==> config.mk <==
export PLATFORM = sky130hd
export DESIGN_NAME = i2c_addr_match
export DESIGN_NICKNAME = d
export VERILOG_FILES = /design/src/rtl/i2c_am_pkg.sv /design/src/rtl/i2c_am_sync.sv /design/src/rtl/i2c_am_shift.sv /design/src/rtl/i2c_am_cmp.sv /design/src/rtl/i2c_addr_match.sv
export SDC_FILE = /design/constraint.sdc
export NUM_CORES = 1
export LEC_CHECK = 0
export BUFFER_PORTS_ARGS = -buffer_cell sky130_fd_sc_hd__buf_2
export CORE_MARGIN = 2
export CORE_UTILIZATION = 54
export CTS_CLUSTER_DIAMETER = 120
export CTS_CLUSTER_SIZE = 20
export DETAILED_ROUTE_END_ITERATION = 8
export GPL_ROUTABILITY_DRIVEN = 0
export GPL_TIMING_DRIVEN = 0
export PLACE_DENSITY = 0.78
export SYNTH_ARGS = -nofsm -noshare
export SYNTH_HDL_FRONTEND = slang
export SYNTH_SLANG_ARGS = --single-unit
==> constraint.sdc <==
create_clock -name clk -period 2.9 [get_ports clk]
set_clock_uncertainty 0.15 [all_clocks]
set_input_delay 0 -clock clk [delete_from_list [all_inputs] [get_ports clk]]
set_output_delay 0 -clock clk [all_outputs]
set_load 0.1 [all_outputs]
==> src/rtl/i2c_am_pkg.sv <==
package i2c_am_pkg;

    typedef enum logic [2:0] {
        S_IDLE,
        S_SHIFT,
        S_ACK,
        S_HOLD,
        S_DONE,
        S_SKIP
    } am_state_e;

    localparam logic [3:0] MODE_7B     = 4'b0110;
    localparam logic [3:0] MODE_10B    = 4'b0111;
    localparam logic [3:0] MODE_7B_MSK = 4'b1001;
    localparam logic [4:0] TEN_HDR     = 5'b11110;

endpackage

==> src/rtl/i2c_am_sync.sv <==
module i2c_am_sync #(
    parameter int LANES  = 2,
    parameter int STAGES = 2
) (
    input  logic             clk,
    input  logic             rst_n,
    input  logic [LANES-1:0] d,
    output logic [LANES-1:0] q,
    output logic [LANES-1:0] rise,
    output logic [LANES-1:0] fall
);
    localparam int LAST = STAGES - 1;

    for (genvar g = 0; g < LANES; g++) begin : g_lane
        logic [STAGES-1:0] pipe;
        logic              prev;
        always_ff @(posedge clk or negedge rst_n) begin
            if (!rst_n) begin
                pipe <= '1;
                prev <= 1'b1;
            end else begin
                pipe <= {pipe[STAGES-2:0], d[g]};
                prev <= pipe[LAST];
            end
        end
        assign q[g]    = pipe[LAST];
        assign rise[g] = pipe[LAST] & ~prev;
        assign fall[g] = ~pipe[LAST] & prev;
    end
endmodule

==> src/rtl/i2c_am_shift.sv <==
module i2c_am_shift #(
    parameter int W = 8
) (
    input  logic         clk,
    input  logic         rst_n,
    input  logic         clr,
    input  logic         en,
    input  logic         smp,
    input  logic         din,
    output logic [W-1:0] data,
    output logic         full
);
    localparam int CW = $clog2(W + 1);
    localparam logic [CW-1:0] CNT_MAX = CW'(W);

    logic [CW-1:0] cnt;

    always_ff @(posedge clk or negedge rst_n) begin
        if (!rst_n) begin
            cnt  <= '0;
            data <= '0;
        end else if (clr) begin
            cnt <= '0;
        end else if (en && smp && cnt != CNT_MAX) begin
            cnt  <= cnt + 1'b1;
            data <= {data[W-2:0], din};
        end
    end

    assign full = (cnt == CNT_MAX);
endmodule

==> src/rtl/i2c_am_cmp.sv <==
module i2c_am_cmp
    import i2c_am_pkg::*;
#(
    parameter int W = 8
) (
    input  logic [W-1:0] rx,
    input  logic [W-1:0] adr,
    input  logic [W-1:0] msk,
    input  logic         ten,
    input  logic         second,
    output logic         hit
);
    logic [W-1:0] diff;
    logic         hit7, hit_hdr, hit_low;

    assign diff    = rx ^ adr;
    assign hit7    = ((diff[W-1:1] & msk[W-1:1]) == '0);
    assign hit_hdr = (rx[W-1:W-5] == TEN_HDR) && !rx[0] && (diff[W-1:1] == '0);
    assign hit_low = ((diff & msk) == '0);

    always_comb begin
        if (!ten)        hit = hit7;
        else if (second) hit = hit_low;
        else             hit = hit_hdr;
    end
endmodule

==> src/rtl/i2c_addr_match.sv <==
module i2c_addr_match
    import i2c_am_pkg::*;
#(
    parameter int W      = 8,
    parameter int STAGES = 2
) (
    input  logic         clk,
    input  logic         rst_n,
    input  logic         scl_i,
    input  logic         sda_i,
    input  logic [3:0]   cfg_mode,
    input  logic         adr_we,
    input  logic [W-1:0] adr_wdata,
    input  logic         msk_we,
    input  logic [W-1:0] msk_wdata,
    input  logic         buf_rd,
    input  logic         irq_clr,
    input  logic         ovf_clr,
    output logic         sda_pull,
    output logic         scl_pull,
    output logic [W-1:0] rx_data,
    output logic         buf_full,
    output logic         overflow,
    output logic         need_addr,
    output logic         irq
);
    localparam int L_SCL = 1;
    localparam int L_SDA = 0;

    am_state_e    state, nxt;
    logic [1:0]   bq, brise, bfall;
    logic         scl_fall, start_det, stop_det;
    logic [W-1:0] adr_reg, msk_reg, sh_data;
    logic         sh_full, sh_clr, hit, second;
    logic         mode_ok, ten, at_decide, accept, refuse;

    i2c_am_sync #(.LANES(2), .STAGES(STAGES)) u_sync (
        .clk  (clk),
        .rst_n(rst_n),
        .d    ({scl_i, sda_i}),
        .q    (bq),
        .rise (brise),
        .fall (bfall)
    );

    assign scl_fall  = bfall[L_SCL];
    assign start_det = bfall[L_SDA] & bq[L_SCL];
    assign stop_det  = brise[L_SDA] & bq[L_SCL];

    assign mode_ok = (cfg_mode == MODE_7B) || (cfg_mode == MODE_10B) ||
                     (cfg_mode == MODE_7B_MSK);
    assign ten     = (cfg_mode == MODE_10B);

    assign sh_clr = start_det | stop_det | (state == S_HOLD && adr_we);

    i2c_am_shift #(.W(W)) u_shift (
        .clk  (clk),
        .rst_n(rst_n),
        .clr  (sh_clr),
        .en   (state == S_SHIFT),
        .smp  (brise[L_SCL]),
        .din  (bq[L_SDA]),
        .data (sh_data),
        .full (sh_full)
    );

    i2c_am_cmp #(.W(W)) u_cmp (
        .rx    (sh_data),
        .adr   (adr_reg),
        .msk   (msk_reg),
        .ten   (ten),
        .second(second),
        .hit   (hit)
    );

    assign at_decide = (state == S_SHIFT) && scl_fall && sh_full;
    assign accept    = at_decide && hit && !buf_full && !overflow;
    assign refuse    = at_decide && hit && (buf_full || overflow);

    // state register
    always_ff @(posedge clk or negedge rst_n) begin
        if (!rst_n) state <= S_IDLE;
        else        state <= nxt;
    end

    // next state
    always_comb begin
        nxt = state;
        if (stop_det) begin
            nxt = S_IDLE;
        end else if (start_det) begin
            nxt = mode_ok ? S_SHIFT : S_IDLE;
        end else begin
            unique case (state)
                S_IDLE:  nxt = S_IDLE;
                S_SHIFT: if (at_decide) nxt = accept ? S_ACK : S_SKIP;
                S_ACK:   if (scl_fall)  nxt = ten ? S_HOLD : S_DONE;
                S_HOLD:  if (adr_we)    nxt = second ? S_DONE : S_SHIFT;
                S_DONE:  nxt = S_DONE;
                S_SKIP:  nxt = S_SKIP;
                default: nxt = S_IDLE;
            endcase
        end
    end

    // outputs
    always_comb begin
        sda_pull = 1'b0;
        scl_pull = 1'b0;
        unique case (state)
            S_ACK:   sda_pull = 1'b1;
            S_HOLD:  scl_pull = 1'b1;
            default: ;
        endcase
    end

    // host registers and flags
    always_ff @(posedge clk or negedge rst_n) begin
        if (!rst_n) begin
            adr_reg   <= '0;
            msk_reg   <= '1;
            rx_data   <= '0;
            buf_full  <= 1'b0;
            overflow  <= 1'b0;
            need_addr <= 1'b0;
            irq       <= 1'b0;
            second    <= 1'b0;
        end else begin
            if (adr_we) adr_reg <= adr_wdata;
            if (msk_we && cfg_mode == MODE_7B_MSK) msk_reg <= msk_wdata;

            if (accept) begin
                rx_data  <= sh_data;
                buf_full <= 1'b1;
            end else if (buf_rd) begin
                buf_full <= 1'b0;
            end

            if (refuse && buf_full) overflow <= 1'b1;
            else if (ovf_clr)       overflow <= 1'b0;

            if (state == S_ACK && scl_fall) irq <= 1'b1;
            else if (irq_clr)              irq <= 1'b0;

            if (state == S_ACK && scl_fall && ten) need_addr <= 1'b1;
            else if (adr_we)                       need_addr <= 1'b0;

            if (start_det)                      second <= 1'b0;
            else if (state == S_HOLD && adr_we) second <= 1'b1;
        end
    end
endmodule

==> flow_summary.json <==
{
  "vias": 1675,
  "grt_use_met2_pct": 37.9,
  "die_w_um": 68.9,
  "crit_chain": "xor2_1 -> a222oi_1 -> nand4_1 -> a2111oi_4 -> mux2_2",
  "yosysSeqAreaShare_pct": 55.7,
  "pwr-share-seq_pct": 48.3,
  "switching_share_pct": 27.4,
  "maxCapViolCount": 0,
  "overflow": 0,
  "clk_pin_slew_ns": 0.09,
  "layout_setup_ws_ns": 0.190,
  "setup_viol": 0,
  "use_met1_pct": 27.1,
  "firstDrtPassIters": 4,
  "p_leak_nw": 1.37,
  "num_rows": 23,
  "end_kind": "flip-flop",
  "cp.required_ns": 2.94,
  "drc_errors": 0,
  "ys_types": 37,
  "cp-start-kind": "flip-flop",
  "drive_gt1_share_pct": 39.1,
  "clk_latency_ns": 0.30,
  "total_power_mw": 1.95,
  "cts_tree": "done",
  "crit_fanout": 10,
  "worst-r2r-setup-slack_ns": 0.19,
  "gr-max-usage-layer": "met2",
  "critPathSlowestCell": "a2111oi_4",
  "yosys_register_bits": 50,
  "fill_cells": 298,
  "nNetsFinal": 289,
  "grt_pass1_wl_mm": 7.47,
  "postSynthAreaPerCell_um2": 12.5,
  "status": "finished, final reports clean",
  "root_buffer": "clkbuf_8",
  "routed_wl_mm": 4.58,
  "initial_core_util_pct": 56.5,
  "layout_common_cells": "buf_2, dfrtp_1, mux2_2",
  "cp_num_buf_inv": 0,
  "clockBufferDepth": 2,
  "reg2regPathDepth": 5,
  "period_minus_slack_ns": 2.71,
  "finalCritPeriodShare_pct": 93.4,
  "worstHoldPathCells": 4,
  "placed_cell_area_mm2": 0.00255,
  "grt_pass1_vias": 1657,
  "synth_cells": 182,
  "hold_class": "in2reg",
  "hpwl_mm": 3.07,
  "ys_warn_count": 0,
  "htreeDepth": 2,
  "worst_slew_pin_slew_ns": 1.08,
  "yosysTopAreaCell": "dfrtp_1",
  "netlist.area_leader.share_pct": 39.6,
  "fin_setup_tns_ns": 0,
  "antenna_found_initial": 0,
  "grt_use_total_pct": 21.8,
  "slew_viol_final": 0,
  "place_inst": 274,
  "fmax_mhz": 369,
  "cts_buffers": 5,
  "synth_area_mm2": 0.00228,
  "ir_drop_v": 0.000452,
  "antenna_cells": 0,
  "final_cells": 308,
  "cpPeakStageDelay_ns": 0.80,
  "ant_nets": 0,
  "yosys-top-cells-area": "dfrtp_1, dfstp_2, mux2_2, xor2_1, nand2_1",
  "crit_arrival_ns": 2.75,
  "synthesis.nets": 214,
  "syn_to_final_growth_pct": 29.9,
  "io_pins": 43,
  "power_density_mw_per_mm2": 659,
  "seqCellArea_mm2": 0.00127,
  "io_buffers": 42,
  "slew_headroom_pct": 28.2,
  "grt_start_max_net_pins": 51,
  "use_met3_pct": 3.73,
  "cts.sink_count": 50,
  "combPwrFrac_pct": 21.6,
  "place_ws_ns": 0.196,
  "wl_per_cell_um": 14.9,
  "critical_path_class": "reg2reg",
  "rsz0062_at_grt": "false",
  "core-area_mm2": 0.00403,
  "fin_area_mm2": 0.00296,
  "internal-power_mw": 1.41,
  "hold_viol_final": 0,
  "final_common_cell": "buf_2",
  "die_area_mm2": 0.00475,
  "multi_input_area_um2": 970,
  "switching_power_uw": 535,
  "via_per_inst": 5.44,
  "crit_family": "compound AO/OA/AOI/OAI gates",
  "cp.depth": 5,
  "die_y_um": 68.9,
  "pwr-share-clk_pct": 30.2,
  "drtIter0Drc": 154
}
routing by layer:
metal | wire [um] | vias up
met5 | 0 | -
met4 | 61 | 0
met3 | 226 | 7
met2 | 2380 | 56
met1 | 1910 | 809
li1 | - | 803
cell families (layout without fill, tap and decap cells):
kind of cell               count (synthesis)  after routing  share of synthesized area, %
buffers and inverters                     11             87                          1.87
and+or+nand+nor                           49             49                          12.4
adders and majority gates                  3              3                          1.65
DFF                                       50             50                          55.7
muxes                                     34             34                          16.7
AOI/OAI and AO/OA                         24             24                          7.37
xor gates and xnor gates                  11             11                          4.23
cells in the mapped netlist:
cell type	instances
nor2_1	6
xnor2_1	1
nand4b_1	2
o21ai_0	7
and2_1	1
nor4_1	2
ha_1	3
and4b_1	1
nor3_1	1
a211o_1	1
a2111oi_4	1
mux2_2	32
a222oi_1	1
dfrtp_1	36
nand2_1	11
mux2i_1	2
and3_1	1
buf_2	1
a21oi_1	6
nand2b_1	3
o31ai_1	1
nand4_1	5
nor2b_1	3
xor2_1	10
a31oi_1	2
nor4b_2	1
o22ai_1	2
nand3_1	6
nand3b_1	3
nor3b_1	1
dfstp_2	14
a22oi_1	2
a41oi_1	1
or2_2	1
nand4bb_1	1
inv_1	8
clkbuf_1	2
timing repair:
| action | in CTS | in global routing |
|---|---|---|
| resized for setup | 0 | 0 |
| setup buffers | 0 | 0 |
| setup endpoints to repair | 0 | 0 |
| hold buffers | 26 | 0 |
| endpoints found under the hold margin | 62 | 0 |
stage by stage:
step	hold slack [ns]	util [%]
2_1_floorplan	-0.446	-
6_report	0.0339	73.4
3_3_place_gp	-0.0443	63.4
4_1_cts	0.00437	73.4
3_5_place_dp	-0.0433	63.4
5_1_grt	0.0499	73.4
path summary, 6_finish.rpt:
check,start,endpoint
worst min-delay path,cfg_mode[1],state[2]
max in group asynchronous,rst_n,u_shift.cnt[0]
min in group asynchronous,rst_n,rx_data[0]
worst max register to register,u_shift.data[3],rx_data[4]
worst max-delay path,u_shift.data[3],rx_data[4]
worst min register to register,u_sync.g_lane[1].pipe[0],u_sync.g_lane[1].pipe[1]
power by group through the flow:
stage / sequential, mW / combinational (mW) / clock (mW)
detailed placement: 0.952 / 0.392 / 0
floorplan: 0.917 / 0.304 / 0
global placement: 0.946 / 0.383 / 0
finish: 0.941 / 0.421 / 0.588
global route: 0.955 / 0.476 / 0.631
CTS: 0.939 / 0.422 / 0.603
tightest hold or removal path, cell delays in order:
cell and delay [ns]:
buf_2 0.11, nand4b_1 0.16, nand2_1 0.11, a31oi_1 0.07
final cells by class:
class / count / area share [%]
flip-flops and latches: 50 / 42.9
multi-input cells: 121 / 32.8
repair buffers: 68 / 15.9
clock buffers: 6 / 2.79
well taps: 50 / 2.12
clock inverters: 2 / 2.03
inverters: 8 / 1.02
plain buffers: 3 / 0.423
Note: power is estimated with default switching activity, not from simulation.
